--- src/rtl/vgard_pkg.sv ---
package vgard_pkg;

  typedef enum logic [1:0] {
    MAP_CHAIN4  = 2'd0,
    MAP_ODDEVEN = 2'd1,
    MAP_PLANAR  = 2'd2
  } map_kind_e;

  // Each set bit n of a nibble becomes an all-ones byte in lane n.
  function automatic logic [31:0] spread_nibble(input logic [3:0] nib);
    logic [31:0] r;
    for (int n = 0; n < 4; n++) r[8*n +: 8] = {8{nib[n]}};
    return r;
  endfunction

  function automatic logic [7:0] lane_pick(input logic [31:0] w, input logic [1:0] lane);
    return w[8*lane +: 8];
  endfunction

  // Colour compare: a lane bit is 1 when every cared plane matches.
  function automatic logic [7:0] compare_fold(input logic [31:0] w,
                                              input logic [3:0]  color,
                                              input logic [3:0]  care);
    logic [31:0] diff;
    logic [7:0]  acc;
    diff = (w ^ spread_nibble(color)) & spread_nibble(care);
    acc  = '0;
    for (int n = 0; n < 4; n++) acc = acc | diff[8*n +: 8];
    return ~acc;
  endfunction

endpackage

--- src/rtl/vgard_addr_map.sv ---
module vgard_addr_map
  import vgard_pkg::*;
#(
  parameter int WIN_AW = 17,
  parameter int MEM_AW = 16
) (
  input  logic [WIN_AW-1:0] byte_addr,
  input  logic              chain4,
  input  logic              odd_even,
  input  logic              plane_hi,
  output logic              out_of_window,
  output map_kind_e         kind,
  output logic [MEM_AW-1:0] word_addr,
  output logic [1:0]        lane
);
  localparam int OFF_W = WIN_AW - 1;
  localparam int VB_W  = MEM_AW + 2;

  logic [OFF_W-1:0] off;
  logic [1:0]       oe_plane;
  logic [VB_W-1:0]  vbyte;

  always_comb begin
    off           = byte_addr[OFF_W-1:0];
    out_of_window = byte_addr[WIN_AW-1];
    oe_plane      = {plane_hi, off[0]};
    if (chain4) begin
      kind  = MAP_CHAIN4;
      vbyte = VB_W'(off);
    end else if (odd_even) begin
      kind  = MAP_ODDEVEN;
      vbyte = VB_W'({off[OFF_W-1:1], oe_plane});
    end else begin
      kind  = MAP_PLANAR;
      vbyte = {MEM_AW'(off), 2'b00};
    end
    word_addr = vbyte[VB_W-1:2];
    lane      = vbyte[1:0];
  end

endmodule

--- src/rtl/vgard_data_sel.sv ---
module vgard_data_sel
  import vgard_pkg::*;
(
  input  map_kind_e   kind,
  input  logic [1:0]  lane,
  input  logic [31:0] mem_rdata,
  input  logic        capture,
  input  logic        cmp_mode,
  input  logic [1:0]  plane_sel,
  input  logic [3:0]  cmp_color,
  input  logic [3:0]  cmp_care,
  output logic [7:0]  byte_val,
  output logic        latch_load,
  output logic [31:0] latch_next
);
  always_comb begin
    latch_next = mem_rdata;
    latch_load = capture && (kind == MAP_PLANAR);
    if (kind == MAP_PLANAR) begin
      byte_val = cmp_mode ? compare_fold(mem_rdata, cmp_color, cmp_care)
                          : lane_pick(mem_rdata, plane_sel);
    end else begin
      byte_val = lane_pick(mem_rdata, lane);
    end
  end

endmodule

--- src/rtl/vga_rd_path.sv ---
module vga_rd_path
  import vgard_pkg::*;
#(
  parameter int WIN_AW    = 17,
  parameter int MEM_AW    = 16,
  parameter int RSP_BYTES = 4
) (
  input  logic                 clk,
  input  logic                 rst_n,
  input  logic                 req_valid,
  output logic                 req_ready,
  input  logic [WIN_AW-1:0]    req_addr,
  input  logic [$clog2(RSP_BYTES):0] req_size,
  output logic                 rsp_valid,
  input  logic                 rsp_ready,
  output logic [8*RSP_BYTES-1:0] rsp_data,
  output logic                 mem_rd_en,
  output logic [MEM_AW-1:0]    mem_word_addr,
  input  logic [31:0]          mem_rdata,
  input  logic                 cfg_chain4,
  input  logic                 cfg_odd_even,
  input  logic                 cfg_cmp_mode,
  input  logic [1:0]           cfg_plane_sel,
  input  logic [3:0]           cfg_cmp_color,
  input  logic [3:0]           cfg_cmp_care,
  output logic [31:0]          latch_q
);
  localparam int IDX_W  = $clog2(RSP_BYTES);
  localparam int CNT_W  = IDX_W + 1;
  localparam int DATA_W = 8 * RSP_BYTES;

  typedef enum logic [1:0] {ST_IDLE, ST_ISSUE, ST_WAIT, ST_RESP} rd_state_e;

  rd_state_e         state_q;
  logic [WIN_AW-1:0] base_q;
  logic [IDX_W-1:0]  idx_q;
  logic [CNT_W-1:0]  cnt_q;
  logic [DATA_W-1:0] data_q;

  // Named internal events used by the checker.
  logic              oob_w;
  logic              byte_capture_w;
  logic              latch_load_w;
  logic              last_byte_w;
  logic              size_ok_w;
  logic [WIN_AW-1:0] cur_addr_w;
  map_kind_e         kind_w;
  logic [1:0]        lane_w;
  logic [7:0]        byte_w;
  logic [31:0]       latch_next_w;

  assign cur_addr_w     = base_q + WIN_AW'(idx_q);
  assign last_byte_w    = (CNT_W'(idx_q) + CNT_W'(1)) == cnt_q;
  assign byte_capture_w = (state_q == ST_WAIT);
  assign size_ok_w      = (req_size != '0) && ((req_size & (req_size - CNT_W'(1))) == '0)
                          && (req_size <= CNT_W'(RSP_BYTES));

  vgard_addr_map #(.WIN_AW(WIN_AW), .MEM_AW(MEM_AW)) addr_map_i (
    .byte_addr    (cur_addr_w),
    .chain4       (cfg_chain4),
    .odd_even     (cfg_odd_even),
    .plane_hi     (cfg_plane_sel[1]),
    .out_of_window(oob_w),
    .kind         (kind_w),
    .word_addr    (mem_word_addr),
    .lane         (lane_w)
  );

  vgard_data_sel data_sel_i (
    .kind      (kind_w),
    .lane      (lane_w),
    .mem_rdata (mem_rdata),
    .capture   (byte_capture_w),
    .cmp_mode  (cfg_cmp_mode),
    .plane_sel (cfg_plane_sel),
    .cmp_color (cfg_cmp_color),
    .cmp_care  (cfg_cmp_care),
    .byte_val  (byte_w),
    .latch_load(latch_load_w),
    .latch_next(latch_next_w)
  );

  assign req_ready = (state_q == ST_IDLE);
  assign rsp_valid = (state_q == ST_RESP);
  assign rsp_data  = data_q;
  assign mem_rd_en = (state_q == ST_ISSUE) && !oob_w;

  always_ff @(posedge clk) begin
    if (!rst_n) begin
      state_q <= ST_IDLE;
      base_q  <= '0;
      idx_q   <= '0;
      cnt_q   <= '0;
      data_q  <= '0;
      latch_q <= '0;
    end else begin
      unique case (state_q)
        ST_IDLE: begin
          if (req_valid) begin
            base_q  <= req_addr;
            cnt_q   <= req_size;
            idx_q   <= '0;
            data_q  <= '0;
            state_q <= size_ok_w ? ST_ISSUE : ST_RESP;
          end
        end
        ST_ISSUE: begin
          if (oob_w) begin
            data_q[{idx_q, 3'b000} +: 8] <= 8'hFF;
            if (last_byte_w) state_q <= ST_RESP;
            else             idx_q   <= idx_q + IDX_W'(1);
          end else begin
            state_q <= ST_WAIT;
          end
        end
        ST_WAIT: begin
          data_q[{idx_q, 3'b000} +: 8] <= byte_w;
          if (latch_load_w) latch_q <= latch_next_w;
          if (last_byte_w) begin
            state_q <= ST_RESP;
          end else begin
            idx_q   <= idx_q + IDX_W'(1);
            state_q <= ST_ISSUE;
          end
        end
        ST_RESP: begin
          if (rsp_ready) state_q <= ST_IDLE;
        end
        default: state_q <= ST_IDLE;
      endcase
    end
  end

endmodule

--- config.mk ---
export PLATFORM = sky130hd
export DESIGN_NAME = vga_rd_path
export DESIGN_NICKNAME = d
export VERILOG_FILES = /design/src/rtl/vgard_pkg.sv /design/src/rtl/vgard_addr_map.sv /design/src/rtl/vgard_data_sel.sv /design/src/rtl/vga_rd_path.sv
export SDC_FILE = /design/constraint.sdc
export NUM_CORES = 1
export LEC_CHECK = 0
export CAP_MARGIN = 20
export CORE_ASPECT_RATIO = 0.5
export CORE_MARGIN = 8
export CORE_UTILIZATION = 49
export DETAILED_ROUTE_END_ITERATION = 10
export GPL_TIMING_DRIVEN = 0
export PLACE_DENSITY = 0.85
export SETUP_SLACK_MARGIN = 0.4
export SLEW_MARGIN = 20
export SYNTH_ARGS = -nofsm -noshare
export SYNTH_HDL_FRONTEND = slang
export SYNTH_HIERARCHICAL = 1
export SYNTH_SLANG_ARGS = --single-unit
export TNS_END_PERCENT = 10
--- constraint.sdc ---
create_clock -name clk -period 3.2 [get_ports clk]
set_input_delay 0.64 -clock clk [delete_from_list [all_inputs] [get_ports clk]]
set_output_delay 0.64 -clock clk [all_outputs]
set_load 0.05 [all_outputs]
### Yosys cells after proc, flatten, opt, wreduce, memory -nomap -nowiden

Index checks and enable logic that the tools add are counted.

| cells by class | value |
|---|---|
| add/subtract/negate cells | 5 |
| $lt $le $gt $ge | 1 |
| equality and inequality tests | 9 |
| shifts and indexed selects | 5 |
| muxes and demuxes | 22 |
| bitwise gates (word level) | 7 |
| reductions and logical operators | 13 |

Operator list:

| cell | count |
|---|---|
| one-hot mux 32 bit (3 select lines) | 1 |
| bitwise mux 32 bit | 2 |
| 2-to-1 mux 32 bit | 2 |
| indexed part select 32 x 6 -> 8 bit | 2 |
| 2-to-1 mux 18 bit | 2 |
| AND 32 bit | 1 |
| variable shift 8 x 7 -> 32 bit (first input constant) | 1 |
| indexed part select 8 x 7 -> 32 bit | 1 |
| indexed part select 8 x 7 -> 32 bit (first input constant) | 1 |
| bitwise XOR 32 bit | 1 |
| OR 8 bit | 3 |
| 2-to-1 mux 2 bit | 11 |
| adder 17 x 2 -> 17 bit | 1 |
| 2-to-1 mux 8 bit | 2 |
| NOT 8 bit | 1 |
| one-hot mux 2 bit (4 select lines) | 1 |
| negator 5 -> 7 bit | 1 |
| equality test 2 bit (second input constant) | 3 |
| one-hot mux 2 bit (3 select lines) | 1 |
| AND reduction 3 bit | 2 |
| nonzero test 3 bit | 2 |
| logical AND 1 bit | 4 |
| inequality test 2 x 1 -> 1 bit (second input constant) | 2 |
| AND reduction 2 bit | 2 |
| 12 further kinds | 12 |

| storage, ports and cells | value |
|---|---|
| bits in registers | 88 |
| input bits | 69 |
| output and inout bits | 83 |
| word-level logic and storage cells | 68 |

### Longest topological paths before layout

| depth | value |
|---|---|
| word-level depth | 11 |
| gate-level depth with buffers | 12 |
| gate-level depth less buffers | 11 |

### Hierarchy

The synthesis kept the hierarchy.

Modules (own cells, without submodules):

| module | times used | cells each | area each (µm²) | sequential area each (µm²) |
|---|---|---|---|---|
| vga_rd_path | 1 | 480 | 4067.7 | 1761.7 |
| vgard_data_sel | 1 | 145 | 1251.2 | 0.0 |
| vgard_addr_map | 1 | 55 | 361.6 | 0.0 |

### Worst setup path after synthesis

Ideal clock, no wire load.

| timing | value |
|---|---|
| kind | register -> output |
| start point | register idx_q[0] |
| end point | output mem_word_addr[3] |
| data arrival time | 2.559 ns |
| required time | 2.560 ns |
| path slack | 0.001 ns |
| cell stages (with the launch flop) | 8 |
| path buffers | 0 |
| cells stage by stage | dfxtp_1 > ha_1 > inv_1 > fa_1 > nor2_1 > xor2_1 > mux2i_1 > o21ai_0 |

| on the way | value |
|---|---|
| word-level cells in the longest chain between the ends | 3 |

Ends and longest elaborated chain:

| element | line | source |
|---|---|---|
| from (decl) | vga_rd_path.sv:36 | `logic [IDX_W-1:0] idx_q;` |
| from (signal assigned) | vga_rd_path.sv:111 | `else idx_q <= idx_q + IDX_W'(1);` |
| from (signal assigned) | vga_rd_path.sv:122 | `idx_q <= idx_q + IDX_W'(1);` |
| adder 17 x 2 -> 17 bit | vga_rd_path.sv:52 | `assign cur_addr_w = base_q + WIN_AW'(idx_q);` |
| via cur_addr_w[4] | vga_rd_path.sv:46 | `logic [WIN_AW-1:0] cur_addr_w;` |
| 2-to-1 mux 18 bit | vgard_addr_map.sv:30 | `end else if (odd_even) begin` |
| 2-to-1 mux 18 bit | vgard_addr_map.sv:27 | `if (chain4) begin` |
| to (decl) | vga_rd_path.sv:18 | `output logic [MEM_AW-1:0] mem_word_addr,` |

The timed path passes the listed nets, and every way through them passes these cells.

### Worst setup path after layout

| timing | value |
|---|---|
| start point | register base_q[10] |
| end point | output mem_word_addr[13] |

| on the way | value |
|---|---|
| word-level cells in the longest chain between the ends | 3 |

Ends and longest elaborated chain:

| element | line | source |
|---|---|---|
| from (decl) | vga_rd_path.sv:35 | `logic [WIN_AW-1:0] base_q;` |
| from (signal assigned) | vga_rd_path.sv:100 | `base_q <= req_addr;` |
| adder 17 x 2 -> 17 bit | vga_rd_path.sv:52 |  |
| via cur_addr_w[13] | vga_rd_path.sv:46 |  |
| 2-to-1 mux 18 bit | vgard_addr_map.sv:30 |  |
| 2-to-1 mux 18 bit | vgard_addr_map.sv:27 |  |

The timed path passes the listed nets, and every way through them passes these cells.

==> metrics <==
CP Class=reg2out; CP delay by family, top=buffers and inverters; Netlist cell types=52; CP max FO=6; total routed wirelength=between 15000 and 20000 microns; Critical path origin=base_q[10]; hold depth=2; Sink Count=a little under 90; CTS tree=yes; most used flip-flop cell after synthesis=dfxtp_1; first-pass GRT wire length=roughly 28000 microns; # diodes=0; Synth Register Bits=a little under 90; Final period util=97.2%; Fin. Hold Viols=0; vias in the first global route=approximately 5600; final hold slack=approximately 0.46 ns; Max Cap Viol=0; buffers and inverters on the worst path=2; placed cell count=just under 1000; Async SR Flop Fraction=0%; Ys Warns=6; Peak VDD IR=between 0.3 and 0.4 mV; worst r2r path cells=13; Mapped Area=5680 sq um; Cell Chain, Critical Path=and4_1 > clkbuf_1 > nand4_1 > xnor2_1 > mux2i_1 > o21ai_2 > buf_6; DR WL/cell=17.9 microns; 1st-iter DRT viols=377; critical path endpoint category=output pin; final non-filler cell total=approximately 1000; Slew @ Worst Pin=approximately 0.56 ns; Min Clock Period, post-route=a little over 3 ns; clk_lat worst skew=between 0.3 and 0.4 ns; Mapped Cells=680; Root Driver=clkbuf_16; Area Overhead vs Synth=37.8%; Pre-antenna DRT Iters=6; Crit. path cell count=7; effective utilization at floorplan=about half; Tot GR Track Use=a little over a fifth; slowest stage delay, CP=between 0.4 and 0.5 ns; RSZ-0062 raised after global routing=true; Max Freq=321 MHz; CP required=between 2 and 3 ns; Nets=919; syn_area_per_cell=~8.4 sq um; Max-slew headroom=a little over three fifths; cts bufs inserted=9; Die Ht=just over 90 microns; crit path launch type=register; largest net degree at the start of global routing=15; Via density=~5.7; # DRC=0; Reg2Reg Launch Point=idx_q[1]; GP Congestion=about 0.88; Max clock buf depth=2; Reg clk slew, reported paths=0.06 ns; slowest CP cell=dfxtp_1; Detailed Place HPWL=about 13000 microns; GRT overflow=0; top-area cell type share of the netlist area=between 30% and 40%; max-slew violation count=0; initial antenna violation count=0; die area=around 16000 sq um; Routed Antenna Nets=0; clk_skew=between 0.003 and 0.004 ns; leak pwr=just over 3 nW; synth top area cells=dfxtp_1 31%, nand2_1 11%, a21oi_1 7.5%, mux4_2 6.3%, o221a_1 6.1%; Crit path arrival time=around 2.5 ns; core area=11100 sq um; total number of vias=between 5000 and 6000; pwr dens=639 nW/um^2; IO Port Bufs=140; hold path start=latch_q[10]; Syn Nets=761; sequential area share after synthesis=between 30% and 40%; EDFF count, synth=0; hold crit path type=reg2reg; Filler Cell Count=approximately 860; I/O pins=152; setup violators final=0; Clock H-tree levels=3; status=finished clean; area leader, netlist=dfxtp_1; Die X=168 microns; # rows=27; fraction of final layout cells sized beyond drive strength 1=a little under a fifth
## worst min-delay path, stage by stage, from the launching register on
cell     delay [ns]
dfxtp_1        0.31
nand2_1        0.05
a21oi_1        0.05
## power breakdown
group	internal (mW)	switching (mW)	total [mW]	leakage, nW
Clock	0.645	0.446	1.09	0.144
Combinational	1.00	1.54	2.54	2.16
Sequential	1.24	0.130	1.37	0.715
## routing by layer
metal	vias to the layer above	wire, microns	GRT usage, %
li1	2672	-	-
met1	2637	7380	26.2
met2	225	8440	37.9
met3	44	1350	6.03
met4	0	447	7.75
met5	-	0	0
## layout make-up
cell class                 instances  area [sq um]  area share, %
buffer                            89           567           7.24
clock buffer                      11           253           3.23
clock inverter                     4          53.8          0.688
inverter                           9          33.8          0.432
multi-input combinational        494          3500           44.7
sequential                        88          1770           22.6
tap                              145           181           2.32
timing repair buffer             147          1470           18.8
## per-stage QoR
| stage | worst slack, ns | TNS [ns] | instance area, sq um | util, % | power (mW) |
|---|---|---|---|---|---|
| global route | -0.00864 | -0.0240 | 7830 | 70.2 | 5.26 |
| finish | 0.0886 | 0 | 7830 | 70.2 | 5.00 |
| detailed placement | -0.515 | -3.89 | 7300 | 65.4 | 3.77 |
| global placement | -0.451 | -3.20 | 7300 | 65.4 | 3.72 |
| floorplan | 0.204 | 0 | 5710 | - | 3.10 |
| CTS | -0.0602 | -0.147 | 7710 | 69.2 | 4.94 |
## registers in the layout, indices dropped and copies added, names as in the netlist
| register | cells |
|---|---|
| latch_q | 32 |
| state_q | 2 |
| idx_q | 2 |
| rsp_data | 32 |
| cnt_q | 3 |
| base_q | 17 |
## path summary, 6_finish.rpt
| path | to | slack, ns |
|---|---|---|
| max | mem_word_addr[13] | 0.09 |
| min | latch_q[10] | 0.46 |
| max reg2reg | rsp_data[30] | 0.27 |
| min reg2reg | latch_q[10] | 0.46 |
## placed cells by master, fill, tap and decap left out, types with 5 or more instances in the layout
master / instances
and2_1: 6
mux4_2: 16
clkbuf_1: 25
a22oi_1: 16
buf_2: 12
a21oi_1: 85
clkbuf_16: 9
o221a_1: 31
nand4_1: 5
clkdlybuf4s50_1: 123
a31oi_1: 9
mux2i_1: 13
nor2_1: 6
nor2b_1: 13
ha_1: 10
nand2_1: 166
o21ai_1: 13
buf_6: 22
dfxtp_1: 85
xnor2_1: 9
buf_4: 42
inv_1: 6
xor2_1: 38
buf_1: 6
o21ai_2: 7
## synthesized netlist by cell type (all sizes together) (5+ instances only)
master  number
a21oi       85
a22oi       16
a31oi        9
and2         6
buf         61
clkbuf      28
dfxtp       88
ha          11
inv          9
mux2i       15
mux4        16
nand2      168
nand4        5
nor2         6
nor2b       14
o21ai       25
o221a       31
xnor2       12
xor2        39
## kinds of logic (layout without fill, tap and decap cells)
logic type | after synthesis | count (layout) | synth area share, %
xor gates and xnor gates | 51 | 51 | 7.86
adders and majority gates | 12 | 12 | 2.78
and+or+nand+nor | 223 | 223 | 18.4
buffers and inverters | 98 | 260 | 10.3
AOI/OAI and AO/OA | 177 | 177 | 20.6
muxes | 31 | 31 | 8.99
DFF | 88 | 88 | 31.0
## what timing repair did
| action | 4_1_cts | 5_1_grt |
|---|---|---|
| setup endpoints to repair | 53 | 79 |
| buffers inserted | 2 | 5 |
| gates resized for setup | 141 | 12 |
| hold buffers | 0 | 0 |
| pin swaps | 19 | 12 |
Note: power is estimated with default switching activity, not from simulation.
